<file path="config.mk">
export PLATFORM = sky130hd
export DESIGN_NAME = vec_irq_tracker
export DESIGN_NICKNAME = d
export VERILOG_FILES = /design/src/rtl/irq_pkg.sv /design/src/rtl/irq_prio_find.sv /design/src/rtl/irq_ppr_calc.sv /design/src/rtl/vec_irq_tracker.sv
export SDC_FILE = /design/constraint.sdc
export NUM_CORES = 2
export LEC_CHECK = 0
export ABC_AREA = 1
export BUFFER_PORTS_ARGS = -buffer_cell sky130_fd_sc_hd__clkbuf_2
export CORE_ASPECT_RATIO = 0.5
export CORE_UTILIZATION = 35
export CTS_BUF_LIST = sky130_fd_sc_hd__clkbuf_8
export DETAILED_ROUTE_END_ITERATION = 16
export PLACE_DENSITY_LB_ADDON = 0.12
export SYNTH_ARGS = -nofsm -noshare
export SYNTH_HDL_FRONTEND = slang
export SYNTH_HIERARCHICAL = 1
export SYNTH_SLANG_ARGS = --single-unit
</file>
<file path="constraint.sdc">
create_clock -name clk -period 15.6 [get_ports clk]
set_clock_uncertainty 0.1 [all_clocks]
set_input_delay 3.9 -clock clk [delete_from_list [all_inputs] [get_ports clk]]
set_output_delay 3.9 -clock clk [all_outputs]
set_load 0.05 [all_outputs]
</file>
<file path="src/rtl/irq_pkg.sv">
// Shared constants for the vectored interrupt tracker.
// Assumes vectors are at least 8 bits wide so a class nibble exists.
package irq_pkg;
    localparam int unsigned CLASS_BITS = 4;
    localparam int unsigned MODE_W     = 3;
    localparam logic [MODE_W-1:0] MODE_FIXED  = 3'd0;
    localparam logic [MODE_W-1:0] MODE_LOWEST = 3'd1;
endpackage

</file>
<file path="src/rtl/irq_prio_find.sv">
// Highest-set-bit search over a bitmap, fully combinational.
// Assumes W is a power of two. any_o is low for an empty bitmap, and idx_o is 0 then.
module irq_prio_find #(
    parameter int unsigned W  = 256,
    localparam int unsigned IW = $clog2(W)
) (
    input  logic [W-1:0]  bits_i,
    output logic [IW-1:0] idx_o,
    output logic          any_o
);
    // scan upward so the last set bit seen is the highest
    always_comb begin
        idx_o = '0;
        any_o = 1'b0;
        for (int i = 0; i < W; i++) begin
            if (bits_i[i]) begin
                idx_o = IW'(i);
                any_o = 1'b1;
            end
        end
    end
endmodule

</file>
<file path="src/rtl/irq_ppr_calc.sv">
// Processor priority from the task priority and the highest in-service vector.
// Assumes the class is the top CLASS_BITS of a vector.
module irq_ppr_calc
    import irq_pkg::*;
#(
    parameter int unsigned VW = 8,
    localparam int unsigned LOW_W = VW - CLASS_BITS
) (
    input  logic [VW-1:0] tpr_i,
    input  logic [VW-1:0] isr_top_i,
    input  logic          isr_any_i,
    output logic [VW-1:0] ppr_o
);
    logic [VW-1:0] isr_v;

    // choose the task priority unless the in-service class is higher
    always_comb begin
        isr_v = isr_any_i ? isr_top_i : '0;
        if (tpr_i[VW-1 -: CLASS_BITS] >= isr_v[VW-1 -: CLASS_BITS])
            ppr_o = tpr_i;
        else
            ppr_o = {isr_v[VW-1 -: CLASS_BITS], {LOW_W{1'b0}}};
    end
endmodule

</file>
<file path="src/rtl/vec_irq_tracker.sv">
// Vectored interrupt tracker: pending, in-service and trigger bitmaps,
// priority gating of the offered vector, acknowledge and end-of-interrupt.
// Assumes one request, one ack and one EOI at most per cycle; ack is applied
// before a request in the same cycle.
module vec_irq_tracker
    import irq_pkg::*;
#(
    parameter int unsigned NVEC = 256,
    localparam int unsigned VW   = $clog2(NVEC),
    localparam int unsigned LOW_W = VW - CLASS_BITS
) (
    input  logic              clk,
    input  logic              rst_n,
    input  logic              hw_en,
    input  logic              sw_en,
    input  logic              req_valid,
    input  logic [VW-1:0]     req_vec,
    input  logic [MODE_W-1:0] req_mode,
    input  logic              req_level,
    input  logic              ack,
    input  logic              eoi_we,
    input  logic              tpr_we,
    input  logic [VW-1:0]     tpr_wdata,
    output logic [VW-1:0]     tpr_rdata,
    output logic [VW-1:0]     ppr_out,
    output logic              offer_valid,
    output logic [VW-1:0]     offer_vec,
    output logic              eoi_bcast_valid,
    output logic [VW-1:0]     eoi_bcast_vec
);
    localparam logic [NVEC-1:0] ONE = {{(NVEC-1){1'b0}}, 1'b1};

    logic [NVEC-1:0] irr_q, isr_q, tmr_q;
    logic [NVEC-1:0] irr_d, isr_d, tmr_d;
    logic [VW-1:0]   tpr_q;
    logic [VW-1:0]   irr_top, isr_top;
    logic            irr_any, isr_any;
    logic            ack_fire, eoi_fire, req_ok, req_drop;
    logic [NVEC-1:0] ack_bit, eoi_bit, irr_after_ack;

    irq_prio_find #(.W(NVEC)) u_irr_find (
        .bits_i(irr_q), .idx_o(irr_top), .any_o(irr_any)
    );

    irq_prio_find #(.W(NVEC)) u_isr_find (
        .bits_i(isr_q), .idx_o(isr_top), .any_o(isr_any)
    );

    irq_ppr_calc #(.VW(VW)) u_ppr (
        .tpr_i(tpr_q), .isr_top_i(isr_top), .isr_any_i(isr_any), .ppr_o(ppr_out)
    );

    // offer the top pending vector when its class clears the processor priority
    always_comb begin
        offer_vec   = irr_top;
        offer_valid = irr_any && ({irr_top[VW-1 -: CLASS_BITS], {LOW_W{1'b0}}} > ppr_out);
    end

    // next-state of the three bitmaps: ack, then EOI, then the new request
    always_comb begin
        ack_fire      = ack && offer_valid;
        eoi_fire      = eoi_we && isr_any;
        ack_bit       = ack_fire ? (ONE << offer_vec) : '0;
        eoi_bit       = eoi_fire ? (ONE << isr_top) : '0;
        req_ok        = req_valid && hw_en && sw_en &&
                        (req_mode == MODE_FIXED || req_mode == MODE_LOWEST);
        irr_after_ack = irr_q & ~ack_bit;
        req_drop      = req_level && irr_after_ack[req_vec];
        irr_d         = irr_after_ack;
        isr_d         = (isr_q & ~eoi_bit) | ack_bit;
        tmr_d         = tmr_q & ~eoi_bit;
        if (req_ok && !req_drop) begin
            irr_d[req_vec] = 1'b1;
            tmr_d[req_vec] = req_level;
        end
    end

    // state registers with synchronous reset
    always_ff @(posedge clk) begin
        if (!rst_n) begin
            irr_q <= '0;
            isr_q <= '0;
            tmr_q <= '0;
            tpr_q <= '0;
        end else begin
            irr_q <= irr_d;
            isr_q <= isr_d;
            tmr_q <= tmr_d;
            if (tpr_we) tpr_q <= tpr_wdata;
        end
    end

    // one-cycle notification for a retired level-triggered vector
    always_ff @(posedge clk) begin
        if (!rst_n) begin
            eoi_bcast_valid <= 1'b0;
            eoi_bcast_vec   <= '0;
        end else begin
            eoi_bcast_valid <= eoi_fire && tmr_q[isr_top];
            eoi_bcast_vec   <= isr_top;
        end
    end

    assign tpr_rdata = tpr_q;

    // offered class is strictly above the processor priority
    p_offer_above_ppr_r3: assert property (@(posedge clk) disable iff (!rst_n)
        offer_valid |-> ({offer_vec[VW-1 -: CLASS_BITS], {LOW_W{1'b0}}} > ppr_out));

    // processor priority never falls below the task priority
    p_ppr_floor_r2: assert property (@(posedge clk) disable iff (!rst_n)
        ppr_out >= tpr_rdata);

    // after an acknowledge the priority covers the acked class
    p_ack_raises_ppr_r4: assert property (@(posedge clk) disable iff (!rst_n)
        (ack && offer_valid && !eoi_we && !tpr_we) |=>
        (ppr_out >= {$past(offer_vec[VW-1 -: CLASS_BITS]), {LOW_W{1'b0}}}));

    // a broadcast only follows an EOI strobe
    p_bcast_after_eoi_r5: assert property (@(posedge clk) disable iff (!rst_n)
        eoi_bcast_valid |-> $past(eoi_we));

    // with an enable low and no ack, pending bits do not change
    p_disabled_hold_r7: assert property (@(posedge clk) disable iff (!rst_n)
        (!(hw_en && sw_en) && !ack) |=> (irr_q == $past(irr_q)));

    // an unsupported mode with no ack leaves pending bits alone
    p_bad_mode_hold_r8: assert property (@(posedge clk) disable iff (!rst_n)
        (req_valid && req_mode > MODE_LOWEST && !ack) |=> (irr_q == $past(irr_q)));

    // task priority write lands in one cycle
    p_tpr_write_r9: assert property (@(posedge clk) disable iff (!rst_n)
        tpr_we |=> (tpr_rdata == $past(tpr_wdata)));
endmodule

</file>
# --- Yosys cells after proc, flatten, opt, wreduce, memory -nomap -nowiden ---
# Index checks and enable logic that the tools add are counted.
word_totals:
  in_bits: 28
  ff_bits: 785
op_classes:
  mux: 1035
  n_eq_ne: 1
  shift: 2
  n_reduce_logical: 13
  n_bitwise: 7
  n_lt_le_gt_ge: 5
ops:
  columns: ["operator", "count"]
  rows:
  - ["2-to-1 mux 8 bit", 258]
  - ["2-to-1 mux 256 bit", 4]
  - ["2-to-1 mux 7 bit", 128]
  - ["AND 256 bit", 3]
  - ["2-to-1 mux 1 bit", 517]
  - ["inverter 256 bit", 2]
  - ["OR 256 bit", 2]
  - ["<< shifter 1 x 8 -> 256 bit (first input constant)", 2]
  - ["2-to-1 mux 6 bit", 64]
  - ["bitwise mux 256 bit", 1]
  - ["2-to-1 mux 5 bit", 32]
  - ["2-to-1 mux 4 bit", 16]
  - ["2-to-1 mux 3 bit", 8]
  - ["< comparator 8 x 9 -> 1 bit (second input constant)", 2]
  - ["binary-select mux 1 bit (select 8 bit)", 2]
  - ["logical AND 1 bit", 10]
  - ["demux 1 bit (select 8 bit)", 1]
  - ["greater-or-equal comparator 8 x 1 -> 1 bit (second input constant)", 1]
  - ["> comparator 8 bit", 1]
  - ["2-to-1 mux 2 bit", 4]
  - ["greater-or-equal comparator 4 bit", 1]
  - ["== test 3 x 1 -> 1 bit (second input constant)", 1]
  - ["zero test 3 bit", 1]
  - ["zero test 1 bit", 1]
  - ["logical OR 1 bit", 1]

# --- Depth between registers and ports, before layout ---
logic_depth:
  ltp_word: 271
  depth_mapped: 279

# --- Modules after synthesis ---
# Netlist, hierarchy kept.
by_module_without_submodules:
  columns: ["module", "cells_each", "n_inst", "seq_area_each_um2", "area_each_um2"]
  rows:
  - ["vec_irq_tracker", 6368, 1, 15715.1, 41503.6]
  - ["irq_prio_find", 963, 2, 0.0, 4015.1]
  - ["irq_ppr_calc", 45, 1, 0.0, 245.2]

# --- Worst setup path before layout ---
# No wires, ideal clock.
synth_path:
  kind: "reg2out"
  from: "register irr_q[2]"
  to: "output port offer_vec[0]"
  slack_ns: 0.283
  path_buffers: 0
  arrival_time_ns: 11.317
  path_stages_with_launch: 256
  path_cell_list: "dfxtp_1 inv_1 nand2_1 nand2_1 nand2_1 nand2_1 nand2_1 nand2_1 nand2_1 nand2_1 nand2_1 nand2_1 nand2_1 nand2_1 nand2_1 nand2_1 nand2_1 nand2_1 (+220 left out) nand2_1 nand2_1 nand2_1 nand2_1 nand2_1 nand2_1 nand2_1 nand2_1 nand2_1 nand2_1 nand2_1 nand2_1 nand2_1 nand2_1 nand2_1 nand2_1 nand2_1 nand2_1"
synth_via:
  elab_chain_cells: 254
synth_lines:
  columns: ["element", "line_no", "rtl"]
  rows:
  - ["start: declaration", "vec_irq_tracker.sv:33", "logic [NVEC-1:0] irr_q, isr_q, tmr_q;"]
  - ["start signal: assignment", "vec_irq_tracker.sv:86", "irr_q <= irr_d;"]
  - ["2-to-1 mux 2 bit (2 in a row)", "irq_prio_find.sv:16", "if (bits_i[i]) begin"]
  - ["2-to-1 mux 3 bit (4 in a row)", "irq_prio_find.sv:16", null]
  - ["2-to-1 mux 4 bit (8 in a row)", "irq_prio_find.sv:16", null]
  - ["2-to-1 mux 5 bit (16 in a row)", "irq_prio_find.sv:16", null]
  - ["2-to-1 mux 6 bit (32 in a row)", "irq_prio_find.sv:16", null]
  - ["2-to-1 mux 7 bit (64 in a row)", "irq_prio_find.sv:16", null]
  - ["2-to-1 mux 8 bit (128 in a row)", "irq_prio_find.sv:16", null]
  - ["end: declaration", "vec_irq_tracker.sv:27", "output logic [VW-1:0] offer_vec,"]
# Every way passes these cells.

# --- Worst setup path after layout ---
# Same ends and word-level chain as after synthesis.

==> summary.md <==
| Metric | Value |
|---|---|
| Worst hold path type | reg -> reg |
| Clock Power Share | around 46% |
| Largest net degree at the start of global routing | approximately 190 |
| Clock Root Buffer | clkbuf_8 |
| Mapped Cells | ~8300 |
| First-pass GRT wire length | about 430000 µm |
| CTS tree | yes |
| Total gr overflow | 0 |
| Num CTS Buffers | between 100 and 150 |
| Sequential-to-total area share from yosys stat | a little under a third |
| I/O Pins | just over 60 |
| Outcome | complete, but fails checks |
| Max_cap viols | 2 |
| Die Height | 269 µm |
| GRT Total Usage | roughly 43% |
| CP endpoint kind | primary output |
| Number of global-route vias before repair | around 57000 |
| Most used routing layer in global routing | met1 |
| Drt total wl | ~320000 µm |
| Unique masters post-synth | 44 |
| Setup violators final | 772 |
| Fraction of synthesis flops using an asynchronous set or reset pin | 0% |
| Largest cells by area after synthesis | dfxtp_1 32%, nand2_1 19%, a21oi_1 8.8% |
| Top cells by count, synth | 2493 x nand2_1, 1013 x nor2_1, 878 x a21oi_1 |
| Cts hold-fix bufs | 0 |
| M3 GR Usage | 17.4% |
| Comb pwr share | a little under a tenth |
| EDFF count, synth | 0 |
| CP Launch Point | irr_q[2] |
| Final hold vios | 0 |
| Dpl cell area | about 61000 µm² |
| Starting DRT DRC Count | slightly above 9000 |
| Hold wc startpoint | isr_q[171] |
| Number of synthesized register bits | 785 |
| Crit path setup slack, layout | -4.80 ns |
| Via count | about 64000 |
| Largest delay share family, worst path | simple AND/OR/NAND/NOR gates |
| # H-tree levels | 4 |
| Crit-path most repeated cell | nand2_1 |
| Max-slew violations | 2 |
| Area share of the largest cell type after synthesis | 31.6% |
| Mapped Avg Cell Area | 5.97 µm² |
| Row count | between 90 and 100 |
| CP Launch Type | register |
| RD Place Congestion | ~1.1 |
| Critical Path Max Stage Delay | 0.33 ns |
| ANT nets after route | 0 |
| Final min period | 20.40 ns |
| Total net switching power | 1360 µW |
| Critical path class | reg -> out |
| Yosys Warn Count | 6 |
| Ys flop type | dfxtp_1 |
| Clk_lat worst skew | 0.93 ns |
| Clk sinks | about 800 |
| Met1 Track Usage GR | roughly three fifths |
| Share of cells above drive strength 1 | a little over a fifth |
| Share of total power in sequential cells | approximately 44% |
| Clock slew at reported path FFs | 0.06 ns |
| P&R area growth vs syn | 32.2% |
| Clock tree buffer depth | 4 |
| RSZ-0062 raised after global routing | yes |
| Critical Path AT | approximately 16 ns |
| Maximum clock frequency | between 40 and 50 MHz |
| Failing checks | capacitance limit, slew limit, setup timing |
| Met2 usage | a little under three fifths |
| Reg2reg start | isr_q[2] |
| Initial antenna violation count | 36 |
| Design area | 65800 µm² |
| Fin crit share | 131% |
| Total power | approximately 4500 µW |
| Most frequent cell after synthesis | nand2_1 |
| Syn Std Cell Area | approximately 50000 µm² |
| Buf/Inv on CP | 3 |
| DIE AREA | ~140000 µm² |
| Rel. slew slack | -6.47% |
| Tightest Pin Transition | roughly 1.6 ns |
| Yosys top cell by area | dfxtp_1 |
| Switching Share | roughly 30% |
| Pwr Density | between 60 and 70 nW/µm² |
| DR vias/cell | approximately 5.6 |
| DR WL/cell | around 28 µm |
| Max FO, Critical Path | 2 |
| Worst EP required | between 10 and 15 ns |
| Worst path slowest cell | dfxtp_2 |
| VDD IR max | 0.0492 mV |
| P_int | roughly 3200 µW |
| DRT Pass-1 Iters | 6 |
| PortBufs | 60 |
| Initial core utilization | approximately 35% |
| Syn_nets | approximately 8400 |
| Die Width | roughly 540 µm |
| DPL Wire Length | ~230000 µm |
| Drc violations | 0 |
| Final Net Count | roughly 9400 |
| Core area | ~140000 µm² |
| Lkg Pwr | 0.0279 µW |
## worst register-to-register path: cells and delay by family, from the launching register on
family	cells	cell delay, ns
simple gates	255	16.48
flops	1	0.31
compound gates	5	1.24
buf+inv	10	1.32
## per-layer routing
| metal | part of all wire (%) | wire length (µm) |
|---|---|---|
| met2 | 37 | 119000 |
| met1 | 43 | 137000 |
| met3 | 15 | 48200 |
| met4 | 4.0 | 12800 |
| met5 | 0.047 | 150 |
## layout make-up
| type | instances | area [µm²] |
|---|---|---|
| Fill cell | 15200 | 74700 |
| Multi-Input combinational cell | 6113 | 29000 |
| Sequential cell | 785 | 15700 |
| Timing Repair Buffer | 1413 | 12000 |
| Inverter | 931 | 3960 |
| Clock buffer | 175 | 2410 |
| Tap cell | 1881 | 2350 |
| Clock inverter | 64 | 350 |
| Antenna cell | 19 | 47.5 |
## cells by family (layout without fill, tap and decap cells)
kind of cell	Yosys count	after routing	synth area share, %
buf+inv	1441	2583	12.1
fa+ha+maj	8	8	0.201
other cells	0	19	0
mux	144	144	3.26
compound gates	1468	1468	16.1
simple gates	4493	4493	36.8
flops	785	785	31.6
## worst paths after layout
kind	end	slack, ns	cells past startpoint
setup / recovery	offer_vec[0]	-4.80	257
hold / removal	isr_q[171]	0.38	2
setup reg to reg	eoi_bcast_valid	-3.82	270
hold reg to reg	isr_q[171]	0.38	2
## cell usage in the layout, fill, tap and decap left out, types with 14 or more instances in the layout
cell type,netlist,layout
nor2_4,0,22
o22ai_1,34,33
inv_1,838,868
o21a_1,16,16
o21ai_0,323,310
a21oi_1,878,874
clkbuf_2,0,57
a22oi_1,27,27
o21ai_1,12,20
buf_12,0,73
bufinv_8,32,32
a221oi_1,50,48
a31oi_1,27,26
nand4_1,74,74
nor3_1,73,68
buf_4,11,1230
nor2_2,3,49
buf_16,0,14
nor4_1,30,21
buf_6,0,25
mux2_2,144,143
nand3_1,783,761
nand3_2,0,17
inv_2,44,58
nand2_1,2493,2402
nand2_2,3,81
o211ai_1,14,14
clkbuf_8,0,176
a21boi_0,44,42
diode_2,0,19
dfxtp_1,785,783
nor2_1,1013,945
## metrics by stage
step                worst slack (ns)  cells  TNS [ns]  hold slack, ns  util, %
floorplan                      0.283   8339         0           0.339        -
global placement               -4.20  11100  -2888.82           0.356     43.5
detailed placement             -4.15  11100  -2762.66           0.363     43.5
CTS                            -4.24  11400  -2139.72           0.374     46.3
global route                   -6.50  11400  -4023.78           0.391     46.8
finish                         -4.80  11400  -2663.91           0.376     46.8
## power by group through the flow
stage          combinational, µW  clock (µW)  sequential (µW)
2_1_floorplan                182           0             2060
3_3_place_gp                 361           0             2050
3_5_place_dp                 360           0             2050
4_1_cts                      395        2090             2010
5_1_grt                      430        2180             2010
6_report                     428        2090             2010
## sequential cells by signal (all words and copies together) (netlist names)
| signal | cells |
|---|---|
| irr_q | 256 |
| isr_q | 256 |
| tmr_q | 256 |
| eoi_bcast_vec | 8 |
| tpr_rdata | 8 |
| eoi_bcast_valid | 1 |
## repair_timing
action / 4_1_cts / 5_1_grt
endpoints found under the setup margin: 772 / 772
setup buffers: 40 / 11
resized for setup: 150 / 149
cloned: 10 / 1
pin swaps: 27 / 43
No activity file was read; power rests on OpenSTA's default activity.
